File: src/rtl/bws_pkg.sv
package bws_pkg;
    typedef enum logic [1:0] {
        ST_RUN  = 2'd0,
        ST_WAIT = 2'd1,
        ST_OFF  = 2'd2
    } bws_state_e;

    localparam logic SPACE_DATA = 1'b0;
    localparam logic SPACE_PROG = 1'b1;
endpackage

File: src/rtl/bws_ctrl_reg.sv
module bws_ctrl_reg #(
    parameter int ADDR_W   = 16,
    parameter int DATA_W   = 16,
    parameter int CMP_W    = 4,
    parameter logic [ADDR_W-1:0] REG_ADDR = 16'h0029
) (
    input  logic              clk,
    input  logic              rst_n,
    input  logic [ADDR_W-1:0] addr,
    input  logic              wr_en,
    input  logic [DATA_W-1:0] wdata,
    output logic [DATA_W-1:0] rdata,
    output logic [CMP_W-1:0]  cmp_mask,
    output logic              turn_en,
    output logic              hpi_hold,
    output logic              data_hold,
    output logic              bus_off
);
    localparam int TURN_BIT = DATA_W - CMP_W - 1;
    localparam int RSV_W    = DATA_W - CMP_W - 4;

    logic hit;
    assign hit = (addr == REG_ADDR);

    always_ff @(posedge clk or negedge rst_n) begin
        if (!rst_n) begin
            cmp_mask  <= '1;
            turn_en   <= 1'b1;
            hpi_hold  <= 1'b0;
            data_hold <= 1'b0;
            bus_off   <= 1'b0;
        end else if (wr_en && hit) begin
            cmp_mask  <= wdata[DATA_W-1 -: CMP_W];
            turn_en   <= wdata[TURN_BIT];
            hpi_hold  <= wdata[2];
            data_hold <= wdata[1];
            bus_off   <= wdata[0];
        end
    end

    always_comb begin
        if (hit) rdata = {cmp_mask, turn_en, {RSV_W{1'b0}}, hpi_hold, data_hold, bus_off};
        else     rdata = '0;
    end
endmodule

File: src/rtl/bws_history.sv
module bws_history #(
    parameter int CMP_W = 4
) (
    input  logic             clk,
    input  logic             rst_n,
    input  logic             upd,
    input  logic [CMP_W-1:0] nib_in,
    input  logic             space_in,
    input  logic             read_in,
    output logic             prv_vld,
    output logic [CMP_W-1:0] prv_nib,
    output logic             prv_space,
    output logic             prv_read
);
    always_ff @(posedge clk or negedge rst_n) begin
        if (!rst_n) begin
            prv_vld   <= 1'b0;
            prv_nib   <= '0;
            prv_space <= 1'b0;
            prv_read  <= 1'b0;
        end else if (upd) begin
            prv_vld   <= 1'b1;
            prv_nib   <= nib_in;
            prv_space <= space_in;
            prv_read  <= read_in;
        end
    end
endmodule

File: src/rtl/bws_hazard.sv
module bws_hazard
    import bws_pkg::*;
#(
    parameter int CMP_W = 4
) (
    input  logic             prv_vld,
    input  logic [CMP_W-1:0] prv_nib,
    input  logic             prv_space,
    input  logic             prv_read,
    input  logic [CMP_W-1:0] cur_nib,
    input  logic             cur_space,
    input  logic             cur_read,
    input  logic [CMP_W-1:0] cmp_mask,
    input  logic             turn_en,
    output logic             need_wait
);
    logic bank_cross, space_step, read_turn;

    always_comb begin
        bank_cross = (prv_space == cur_space) && (((prv_nib ^ cur_nib) & cmp_mask) != '0);
        space_step = (prv_space == SPACE_DATA) && (cur_space == SPACE_PROG);
        read_turn  = turn_en && prv_read && cur_read && (prv_space != cur_space);
        need_wait  = !prv_vld || bank_cross || space_step || read_turn;
    end
endmodule

File: src/rtl/bank_wait_inserter.sv
module bank_wait_inserter
    import bws_pkg::*;
#(
    parameter int ADDR_W = 16,
    parameter int DATA_W = 16,
    parameter int CMP_W  = 4,
    parameter logic [ADDR_W-1:0] REG_ADDR = 16'h0029
) (
    input  logic              clk,
    input  logic              rst_n,
    input  logic [ADDR_W-1:0] reg_addr,
    input  logic              reg_wr_en,
    input  logic [DATA_W-1:0] reg_wdata,
    output logic [DATA_W-1:0] reg_rdata,
    input  logic              req_valid,
    input  logic              req_space,
    input  logic              req_write,
    input  logic [ADDR_W-1:0] req_addr,
    output logic              req_ready,
    output logic              mem_valid,
    output logic              mem_space,
    output logic              mem_write,
    output logic [ADDR_W-1:0] mem_addr,
    output logic              hpi_hold_en,
    output logic              data_hold_en,
    output logic              bus_off_ack
);
    localparam int NIB_LSB = ADDR_W - CMP_W;

    logic [CMP_W-1:0] cmp_mask;
    logic             turn_en;
    logic             bus_off;
    logic             prv_vld, prv_space, prv_read;
    logic [CMP_W-1:0] prv_nib;
    logic             need_wait;
    logic             issue;
    bws_state_e       state_q, state_d;

    bws_ctrl_reg #(
        .ADDR_W(ADDR_W), .DATA_W(DATA_W), .CMP_W(CMP_W), .REG_ADDR(REG_ADDR)
    ) u_ctrl (
        .clk(clk), .rst_n(rst_n), .addr(reg_addr), .wr_en(reg_wr_en),
        .wdata(reg_wdata), .rdata(reg_rdata), .cmp_mask(cmp_mask),
        .turn_en(turn_en), .hpi_hold(hpi_hold_en), .data_hold(data_hold_en),
        .bus_off(bus_off)
    );

    bws_history #(.CMP_W(CMP_W)) u_hist (
        .clk(clk), .rst_n(rst_n), .upd(issue),
        .nib_in(req_addr[ADDR_W-1:NIB_LSB]), .space_in(req_space),
        .read_in(!req_write), .prv_vld(prv_vld), .prv_nib(prv_nib),
        .prv_space(prv_space), .prv_read(prv_read)
    );

    bws_hazard #(.CMP_W(CMP_W)) u_haz (
        .prv_vld(prv_vld), .prv_nib(prv_nib), .prv_space(prv_space),
        .prv_read(prv_read), .cur_nib(req_addr[ADDR_W-1:NIB_LSB]),
        .cur_space(req_space), .cur_read(!req_write), .cmp_mask(cmp_mask),
        .turn_en(turn_en), .need_wait(need_wait)
    );

    always_ff @(posedge clk or negedge rst_n) begin
        if (!rst_n) state_q <= ST_RUN;
        else        state_q <= state_d;
    end

    always_comb begin
        state_d = state_q;
        unique case (state_q)
            ST_RUN: begin
                if (bus_off)                     state_d = ST_OFF;
                else if (req_valid && need_wait) state_d = ST_WAIT;
            end
            ST_WAIT: state_d = bus_off ? ST_OFF : ST_RUN;
            ST_OFF:  if (!bus_off) state_d = ST_RUN;
            default: state_d = ST_RUN;
        endcase
    end

    always_comb begin
        issue = 1'b0;
        unique case (state_q)
            ST_RUN:  issue = req_valid && !bus_off && !need_wait;
            ST_WAIT: issue = req_valid;
            ST_OFF:  issue = 1'b0;
            default: issue = 1'b0;
        endcase
        req_ready   = issue;
        mem_valid   = issue;
        mem_space   = issue && req_space;
        mem_write   = issue && req_write;
        mem_addr    = issue ? req_addr : '0;
        bus_off_ack = (state_q == ST_OFF);
    end
endmodule

File: config.mk
export PLATFORM = sky130hd
export DESIGN_NAME = bank_wait_inserter
export DESIGN_NICKNAME = d
export VERILOG_FILES = /design/src/rtl/bws_pkg.sv /design/src/rtl/bws_ctrl_reg.sv /design/src/rtl/bws_history.sv /design/src/rtl/bws_hazard.sv /design/src/rtl/bank_wait_inserter.sv
export SDC_FILE = /design/constraint.sdc
export NUM_CORES = 1
export LEC_CHECK = 0
export BUFFER_PORTS_ARGS = -buffer_cell sky130_fd_sc_hd__buf_2
export CAP_MARGIN = 20
export CORE_ASPECT_RATIO = 0.8
export CORE_MARGIN = 5
export CORE_UTILIZATION = 42
export CTS_CLUSTER_DIAMETER = 50
export DETAILED_ROUTE_END_ITERATION = 7
export HOLD_SLACK_MARGIN = 0.06
export PLACE_DENSITY = 0.85
export SYNTH_ARGS = -nofsm -noshare
export SYNTH_HDL_FRONTEND = slang
export SYNTH_SLANG_ARGS = --single-unit
export TNS_END_PERCENT = 30
File: constraint.sdc
create_clock -name clk -period 5.44 [get_ports clk]
set_clock_uncertainty 0.15 [all_clocks]
set_input_delay 0 -clock clk [delete_from_list [all_inputs] [get_ports clk]]
set_output_delay 0 -clock clk [all_outputs]
set_load 0.05 [all_outputs]
Yosys cells after proc, flatten, opt, wreduce, memory -nomap -nowiden
Cells that the tools add are included.
{"block": "classes", "muxes": 8, "bitwise_logic": 3, "n_reduce_logical": 21, "n_eq_ne": 7}
{"cell": "$mux W16", "count": 2}
{"cell": "$eq A16 B6 Y1 const B", "count": 1}
{"cell": "$logic_and A1 B1 Y1", "count": 11}
{"cell": "$mux W2", "count": 4}
{"cell": "$pmux W2 S3", "count": 1}
{"cell": "$and A4 B4 Y4", "count": 1}
{"cell": "$logic_not A1 Y1", "count": 4}
{"cell": "$reduce_bool A4 Y1", "count": 1}
{"cell": "$xor A4 B4 Y4", "count": 1}
{"cell": "$logic_or A1 B1 Y1", "count": 3}
{"cell": "$ne A3 B2 Y1 const B", "count": 1}
{"cell": "$eq A2 B1 Y1 const B", "count": 1}
{"cell": "$eq A2 B2 Y1 const B", "count": 1}
{"cell": "$logic_not A2 Y1", "count": 1}
{"cell": "$ne A2 B2 Y1 const B", "count": 1}
{"cell": "$pmux W1 S2", "count": 1}
{"cell": "$reduce_and A2 Y1", "count": 1}
{"cell": "$eq A1 B1 Y1", "count": 1}
{"cell": "$ne A1 B1 Y1", "count": 1}
{"cell": "$not A1 Y1", "count": 1}
{"block": "totals", "wordCells": 49, "ff_bits": 17, "out_inout_bits": 39}

Depth between registers and ports, before layout
Gate-level depths: netlist of run 1.
{"block": "depth", "depth_word": 11, "mapped_depth": 8, "depth_no_buf": 7}

Cells and area by module
From an unflattened synthesis of run 1, not the netlist that was laid out.
{"block": "unflattened", "cells_unflattened": 98, "hier_area_um2": 1152.4}
{"mod": "bws_ctrl_reg", "cells_per_inst": 40, "area_per_inst_um2": 523.0, "n_inst": 1}
{"mod": "bws_history", "cells_per_inst": 15, "area_per_inst_um2": 282.8, "n_inst": 1}
{"mod": "bank_wait_inserter", "cells_per_inst": 32, "area_per_inst_um2": 255.2, "n_inst": 1}
{"mod": "bws_hazard", "cells_per_inst": 11, "area_per_inst_um2": 91.3, "n_inst": 1}

Worst setup path before layout of run 1
Ideal clock, no wire load.
{"block": "synth_timing", "path_type": "reg2out", "startpoint": "reg u_hist.prv_space", "endpoint": "out mem_addr[12]", "required_ps": 5290, "arrival_ps": 1834, "stages_incl_launch_ff": 9, "setup_slack_ps": 3456, "cell_sequence": "dfrtp_1 > inv_1 > ha_1 > nor4bb_1 > nor3b_2 > nand2_1 > o21ai_4 > buf_6 > and2_1"}
{"block": "synth_via", "elab_chain_cells": 9, "elab_cells_between_ends": 13}
{"item": "start, declared", "line_no": "bws_history.sv:12", "rtl": "output logic prv_space,"}
{"item": "start signal, assigned", "line_no": "bws_history.sv:24", "rtl": "prv_space <= space_in;"}
{"item": "$eq A1 B1 Y1", "line_no": "bws_hazard.sv:20", "rtl": "bank_cross = (prv_space == cur_space) && (((prv_nib ^ cur_nib) & cmp_mask) != '0);"}
{"item": "$logic_and A1 B1 Y1", "line_no": "bws_hazard.sv:20"}
{"item": "$logic_or A1 B1 Y1 (2 in series)", "line_no": "bws_hazard.sv:23", "rtl": "need_wait = !prv_vld || bank_cross || space_step || read_turn;"}
{"item": "$logic_or A1 B1 Y1 (*)", "line_no": "bws_hazard.sv:23"}
{"item": "$logic_not A1 Y1 (*)", "line_no": "bank_wait_inserter.sv:83", "rtl": "ST_RUN: issue = req_valid && !bus_off && !need_wait;"}
{"item": "$logic_and A1 B1 Y1 (*)", "line_no": "bank_wait_inserter.sv:83"}
{"item": "$pmux W1 S2 (*)", "line_no": "bank_wait_inserter.sv:82", "rtl": "unique case (state_q)"}
{"item": "named net mem_valid", "line_no": "bank_wait_inserter.sv:20", "rtl": "output logic mem_valid,"}
{"item": "$mux W16 (*)", "line_no": "bank_wait_inserter.sv:92", "rtl": "mem_addr = issue ? req_addr : '0;"}
{"item": "end, declared", "line_no": "bank_wait_inserter.sv:23", "rtl": "output logic [ADDR_W-1:0] mem_addr,"}
The timed path passes the listed nets; every way through them passes the cells marked *.

Worst setup path in the final report of run 1
{"block": "layout_timing", "startpoint": "in req_space", "endpoint": "out mem_addr[11]"}
{"block": "layout_via", "elab_chain_cells": 9, "elab_cells_between_ends": 12}
{"item": "start, declared", "line_no": "bank_wait_inserter.sv:16", "rtl": "input logic req_space,"}
{"item": "$eq A1 B1 Y1", "line_no": "bws_hazard.sv:20"}
{"item": "$logic_and A1 B1 Y1", "line_no": "bws_hazard.sv:20"}
{"item": "$logic_or A1 B1 Y1 (2 in series)", "line_no": "bws_hazard.sv:23"}
{"item": "$logic_or A1 B1 Y1 (*)", "line_no": "bws_hazard.sv:23"}
{"item": "$logic_not A1 Y1 (*)", "line_no": "bank_wait_inserter.sv:83"}
{"item": "$logic_and A1 B1 Y1 (*)", "line_no": "bank_wait_inserter.sv:83"}
{"item": "$pmux W1 S2 (*)", "line_no": "bank_wait_inserter.sv:82"}
{"item": "$mux W16 (*)", "line_no": "bank_wait_inserter.sv:92"}
Every way passes the cells marked *; elsewhere a longest branch is shown, timed or not.

==> flow_metrics.tcl, run 1 <==
set metrics [dict create \
    synth_ff_type "dfrtp_1" \
    seq_area_um2 432 \
    cp.buffers_inverters 3 \
    finalWirelength_mm 3.18 \
    initial_core_util_pct 42.7 \
    ys_warn_count 0 \
    internal_power_mw 0.228 \
    ys_top_cells_by_count "18 x and2_1, 12 x dfrtp_1, 9 x buf_4, 8 x and2_2, 8 x mux2_4" \
    synth_top_area_share_pct 26.1 \
    ant_nets 0 \
    synth.most_common_cell "and2_1" \
    die-area_um2 3900 \
    whs_ns 0.101 \
    slew_headroom_pct 63.3 \
    postCtsSetupBuffers 0 \
    max-cap-violations 0 \
    cp.arrival_ns 2.30 \
    synth_area_per_cell_um2 11.2 \
    routedWlPerCell_um 13.2 \
    stdcell_count 241 \
    numClockSinks 17 \
    clkPwrFrac_pct 16.8 \
    p_leak_nw 0.969 \
    tns_ns 0 \
    grt_pass1_vias 1069 \
    viasPerCell 4.39 \
    reg2reg_slack_ns 3.48 \
    vias 1058 \
    crit_top_cell "buf_2" \
    crit-reg2reg-launch "u_hist.prv_space" \
    place_hpwl_mm 2.34 \
    die-width_um 68.6 \
    die_y_um 56.9 \
    finalHoldViolations 0 \
    critPathMaxFanout 26 \
    clock_latency_ns 0.29 \
    power_density_nw_per_um2 219 \
    areaGrowthSynthToFinish_pct 54.6 \
    dp.cells 212 \
    critPathMaxStageDelay_ns 0.54 \
    fillerInstances 227 \
    synth-edff-count 0 \
    drive_gt1_share_pct 52.2 \
    grt_pass1_wl_mm 5.13 \
    path_clk_slew_ns 0.09 \
    port_buffers 76 \
    r2r-end "u_hist.prv_nib[0]" \
    crit_required_ns 5.29 \
    reg2regPathDepth 7 \
    final_nets 259 \
    seq_power_share_pct 37.8 \
    fin_crit_sh_pct 45.1 \
    drtIter0Drc 30 \
    synth.distinct_cells 29 \
    syn_area_um2 1150 \
    grt_max_degree 27 \
    ys_top_cells_by_area "dfrtp_1 26%, dfstp_2 11%, mux2_4 10%, and2_1 9.8%, buf_4 5.9%" \
    cts_root_buf "clkbuf_4" \
    rsz0062_at_grt "false" \
    cp_top_family "buffers and inverters" \
    dr.pass1.iters 4 \
    cts_tree "yes" \
    async_flop_share_pct 100 \
    p_comb_share_pct 45.4 \
    h-tree-depth 1 \
    status "finished, final reports clean" \
    switchingPower_mw 0.162 \
    worst_pin_slew_ns 0.548 \
    cts_resized 0 \
    drv_slew 0 \
    max-clock-path-buffers 2 \
    end_kind "primary output" \
    synth.ff_latch_count 17 \
    row_count 17 \
    ys_seq_area_share_pct 37.5 \
    min_path_type "primary input to asynchronous set/reset pin" \
    min_period_ns 2.45 \
    track_usage_pct 17.3 \
    criticalPathCategory "primary input to primary output" \
    antenna_found_initial 0 \
    fmax_mhz 408 \
    netSwitchingFraction_pct 41.6 \
    gp_congestion 0.752 \
    synth_top_cell_by_area "dfrtp_1" \
    synthCells 103 \
    numCtsBuffers 3 \
    ir_worst_vdd_v 0.0000830 \
    grt.overflow.total 0 \
    setup_viol 0 \
    pin_count 93 \
    worstPathCellList "dlygate4sd3_1 -> buf_2 -> ha_1 -> nor4bb_1 -> nor3b_2 -> nand2_1 -> o21ai_4 -> and2_1 -> buf_2" \
    final_core_util_pct 66.0 \
    antennaDiodeCount 0 \
    multiInputGateArea_um2 642 \
    route.detailed.drc 0 \
    slowest_stage "dlygate4sd3_1" \
    start_kind "primary input" \
    core_um2 2700 \
]
worst max-delay path by stage:
stage	from	endpoint	slack, ns	cells past startpoint
CTS	u_hist.prv_space	mem_addr[11]	2.97	8
global placement	u_hist.prv_space	mem_addr[10]	3.33	8
floorplan	u_hist.prv_space	mem_addr[12]	3.46	8
finish	req_space	mem_addr[11]	2.99	9
detailed placement	u_hist.prv_space	mem_addr[11]	3.31	8
global route	u_hist.prv_space	mem_addr[11]	2.78	8
layout by cell type, fill, tap and decap left out, drive strengths merged:
master       Yosys  routed
clkbuf           0       4
conb             1       8
a2bb2oi          1       1
dlygate4sd3      0      25
ha               1       1
nand2            7       7
a22oi            2       2
o21ai            1       1
and4             1       1
dfstp            5       5
nand3b           1       1
inv              1       1
nor4b            1       1
dfrtp           12      12
xor2             4       4
nor2             1       1
nor3b            3       3
o2bb2ai          5       5
and2            26      26
nor4             2       2
mux2             8       8
nor2b            2       2
buf             12      76
nand2b           2       2
a21boi           2       2
nor4bb           2       2
layer usage:
layer | GRT usage [%] | vias up | part of all wire [%]
li1 | - | 531 | -
met1 | 22.2 | 500 | 40
met2 | 30.1 | 27 | 55
met3 | 3.60 | 0 | 5.1
met4 | 1.70 | 0 | 0
met5 | 0 | - | 0
stage by stage:
| stage | total power, mW | setup WS (ns) | instance area, um^2 |
|---|---|---|---|
| after CTS | 0.394 | 2.97 | 1780 |
| after global routing | 0.417 | 2.78 | 1780 |
| after floorplan | 0.284 | 3.46 | 1180 |
| after global placement | 0.315 | 3.33 | 1510 |
| after detailed placement | 0.319 | 3.31 | 1510 |
| final | 0.391 | 2.99 | 1780 |
cell families (layout without fill, tap and decap cells):
logic type | count (synthesis) | count (layout) | share of synthesized area, %
flops | 17 | 17 | 37.5
other cells | 1 | 8 | 0.325
xor+xnor | 4 | 4 | 3.04
buf+inv | 13 | 106 | 9.12
compound gates | 11 | 11 | 9.45
fa+ha+maj | 1 | 1 | 1.09
simple gates | 48 | 48 | 29.1
mux | 8 | 8 | 10.4
power groups by stage:
stage	clock (mW)	combinational (mW)	sequential, mW
2_1_floorplan	0	0.136	0.148
3_3_place_gp	0	0.166	0.149
3_5_place_dp	0	0.169	0.150
4_1_cts	0.0680	0.178	0.148
5_1_grt	0.0771	0.191	0.149
6_report	0.0657	0.177	0.148
state kept, by name, summed over array words and instances (netlist names):
name,cells
state_q,2
u_hist.prv_nib,4
u_hist.prv_read,1
u_ctrl.hpi_hold,1
u_ctrl.cmp_mask,4
u_ctrl.bus_off,1
u_ctrl.data_hold,1
u_hist.prv_vld,1
u_ctrl.turn_en,1
u_hist.prv_space,1
what timing repair did:
item                                    CTS  global route
hold endpoints to repair                 32             0
hold buffers                             25             0
endpoints found under the setup margin    0             0
area by class of cell:
class / instances / area share (%)
multi-input cells: 80 / 36.0
repair buffers: 101 / 35.4
flip-flops and latches: 17 / 24.2
well taps: 38 / 2.67
clock buffers: 4 / 1.47
inverters: 1 / 0.211
Note: power is estimated with default switching activity, not from simulation.
==> run 2, diff against run 1 <==
--- a/config.mk
+++ b/config.mk
@@ -5,15 +5,16 @@
 export SDC_FILE = /design/constraint.sdc
 export NUM_CORES = 1
 export LEC_CHECK = 0
+export ABC_AREA = 1
 export BUFFER_PORTS_ARGS = -buffer_cell sky130_fd_sc_hd__buf_2
 export CAP_MARGIN = 20
 export CORE_ASPECT_RATIO = 0.8
 export CORE_MARGIN = 5
-export CORE_UTILIZATION = 42
+export CORE_UTILIZATION = 40
 export CTS_CLUSTER_DIAMETER = 50
 export DETAILED_ROUTE_END_ITERATION = 7
 export HOLD_SLACK_MARGIN = 0.06
-export PLACE_DENSITY = 0.85
+export PLACE_DENSITY = 0.8
 export SYNTH_ARGS = -nofsm -noshare
 export SYNTH_HDL_FRONTEND = slang
 export SYNTH_SLANG_ARGS = --single-unit
==> constraint.sdc (replaced) <==
create_clock -name clk -period 2.26 [get_ports clk]
set_clock_uncertainty 0.15 [all_clocks]
set_input_delay 0 -clock clk [delete_from_list [all_inputs] [get_ports clk]]
set_output_delay 0 -clock clk [all_outputs]
set_load 0.05 [all_outputs]
==> run 2 against run 1 <==
  * Worst setup slack got worse by 2.8 ns
  * Hold slack got worse by 0.049 ns
  * Final cell count rose by 32%
  * Global-route usage fell by 1.8 points
  * Clock power rose to 3.5 times the previous value
  * Sequential share of layout area fell by 1.8 points
  * Cell area rose by 7.8%
  * Clock-buffer cell count did not move
  * Total power rose by 150%
==> flow_metrics.tcl, run 2 <==
set metrics [dict create \
    p_leak_nw 1.16 \
    antenna_found_initial 0 \
    async_flop_share_pct 100 \
    min_period_ns 2.08 \
    synth_top_area_share_pct 23.8 \
    cts_resized 0 \
    die_y_um 60.2 \
    end_kind "primary output" \
    row_count 18 \
    r2r-end "u_hist.prv_read" \
    cts_tree "yes" \
    cp_top_family "buffers and inverters" \
    grt.overflow.total 0 \
    reg2regPathDepth 6 \
    areaGrowthSynthToFinish_pct 52.3 \
    die-area_um2 4380 \
    gp_congestion 0.802 \
    max-cap-violations 0 \
    die-width_um 72.8 \
    postCtsSetupBuffers 0 \
    place_hpwl_mm 2.57 \
    reg2reg_slack_ns 0.62 \
    ys_top_cells_by_count "48 x inv_1, 27 x nand2_1, 25 x nor2_1, 16 x nand3_1, 12 x dfrtp_1" \
    grt_max_degree 18 \
    track_usage_pct 15.5 \
    dp.cells 291 \
    clock_latency_ns 0.25 \
    power.total_mw 0.975 \
    syn_area_um2 1260 \
    p_comb_share_pct 40.2 \
    grt_pass1_vias 1259 \
    seq_power_share_pct 36.4 \
    final_nets 335 \
    critPathMaxStageDelay_ns 0.54 \
    status "finished, final reports clean" \
    initial_core_util_pct 41.2 \
    fin_area_um2 1920 \
    synth_area_per_cell_um2 7.09 \
    cp.buffers_inverters 3 \
    antennaDiodeCount 0 \
    switchingPower_mw 0.398 \
    post_dp_cell_area_um2 1640 \
    crit-reg2reg-launch "u_hist.prv_space" \
    synthCells 178 \
    critPathMaxFanout 15 \
    ys_seq_area_share_pct 34.2 \
    crit_required_ns 2.11 \
    fmax_mhz 480 \
    max-clock-path-buffers 2 \
    route.detailed.drc 0 \
    power_density_nw_per_um2 507 \
    routedWlPerCell_um 10.6 \
    slowest_stage "dlygate4sd3_1" \
    final_core_util_pct 62.7 \
    synth.most_common_cell "inv_1" \
    synth-edff-count 0 \
    drive_gt1_share_pct 39.8 \
    synth_ff_type "dfrtp_1" \
    cp_num_cells 9 \
    fin_ws_ns 0.176 \
    ir_worst_vdd_v 0.000452 \
    tns_ns 0 \
    path_clk_slew_ns 0.06 \
    vias 1344 \
    min_path_type "primary input to asynchronous set/reset pin" \
    cts_root_buf "clkbuf_8" \
    ant_nets 0 \
    pin_count 93 \
    stdcell_count 319 \
    criticalPathCategory "primary input to primary output" \
    synth.distinct_cells 24 \
    ys_warn_count 0 \
    synth_top_cell_by_area "dfrtp_1" \
    rsz0062_at_grt "false" \
    whs_ns 0.0517 \
    ys_top_cells_by_area "dfrtp_1 24%, inv_1 14%, dfstp_2 10%, nand2_1 8.0%, nor2_1 7.4%" \
    core_um2 3060 \
    worstPathCellList "dlygate4sd3_1 -> buf_2 -> ha_1 -> o21a_1 -> nand3_2 -> nand2_4 -> nand2_4 -> nor2_1 -> buf_2" \
    layout_commonest_cell "buf_2" \
    grt_pass1_wl_mm 5.35 \
    h-tree-depth 1 \
    netSwitchingFraction_pct 40.8 \
    setup_viol 0 \
    finalHoldViolations 0 \
    reg.largest.list "u_ctrl.cmp_mask x4, u_hist.prv_nib x4, state_q x2" \
    internal_power_mw 0.577 \
    dr.pass1.iters 4 \
    cp.arrival_ns 1.93 \
    clkPwrFrac_pct 23.4 \
    fin_crit_sh_pct 92.2 \
    start_kind "primary input" \
    drtIter0Drc 63 \
    synth.ff_latch_count 17 \
    viasPerCell 4.21 \
    layout_common_cells "76 x buf_2, 48 x inv_1, 27 x nand2_1, 25 x nor2_1, 24 x dlygate4sd3_1" \
    numCtsBuffers 3 \
    port_buffers 76 \
    finalWirelength_mm 3.38 \
    dp_worst_setup_slack_ns 0.490 \
    numClockSinks 17 \
    drv_slew 0 \
]
## run 2: changes by cell type after synthesis, moves of 4 or more
cell,before,now
o2bb2ai_1,5,0
nand2_1,6,27
nor2_1,1,25
and2_1,18,0
mux2_4,8,0
and2_2,8,0
xor2_1,4,0
nor2_2,0,8
o21ai_2,0,8
nand3_1,0,16
inv_1,1,48
## run 2: area by class of cell
cell class	count	area [um^2]
flip-flops and latches	17	432
multi-input cells	108	582
clock buffers	4	45.0
repair buffers	101	628
fillers	297	1140
inverters	49	184
well taps	40	50.0
## run 2: logic make-up (layout without fill, tap and decap cells)
group	after synthesis	count (layout)	synth area share, %
and+or+nand+nor	88	88	35.6
buffers and inverters	60	154	21.7
DFF	17	17	34.2
AOI/OAI and AO/OA	11	11	7.14
adders and majority gates	1	1	0.992
other	1	8	0.297
## run 2: how the worst max path moves through the flow
stage,from,to,slack (ns)
floorplan,u_hist.prv_space,req_ready,0.27
global placement,u_hist.prv_space,mem_addr[3],0.51
detailed placement,u_hist.prv_space,mem_write,0.49
CTS,req_space,mem_write,0.16
global route,req_space,mem_write,0.06
finish,req_space,mem_write,0.18
## run 2: power by group through the flow
stage	logic, mW	clock network (mW)	registers, mW
CTS	0.394	0.234	0.353
detailed placement	0.370	0	0.359
floorplan	0.291	0	0.354
global placement	0.365	0	0.356
finish	0.392	0.228	0.355
global route	0.427	0.247	0.358
## run 2: timing repair
action	CTS	global route
setup endpoints to repair	0	0
hold buffers	24	0
hold endpoints to repair	32	0
## run 2: layer usage
layer	GRT usage (%)	part of all wire [%]
met4	3.42	1.3
met1	17.3	39
met2	29.2	53
met5	0	0
met3	4.37	6.4
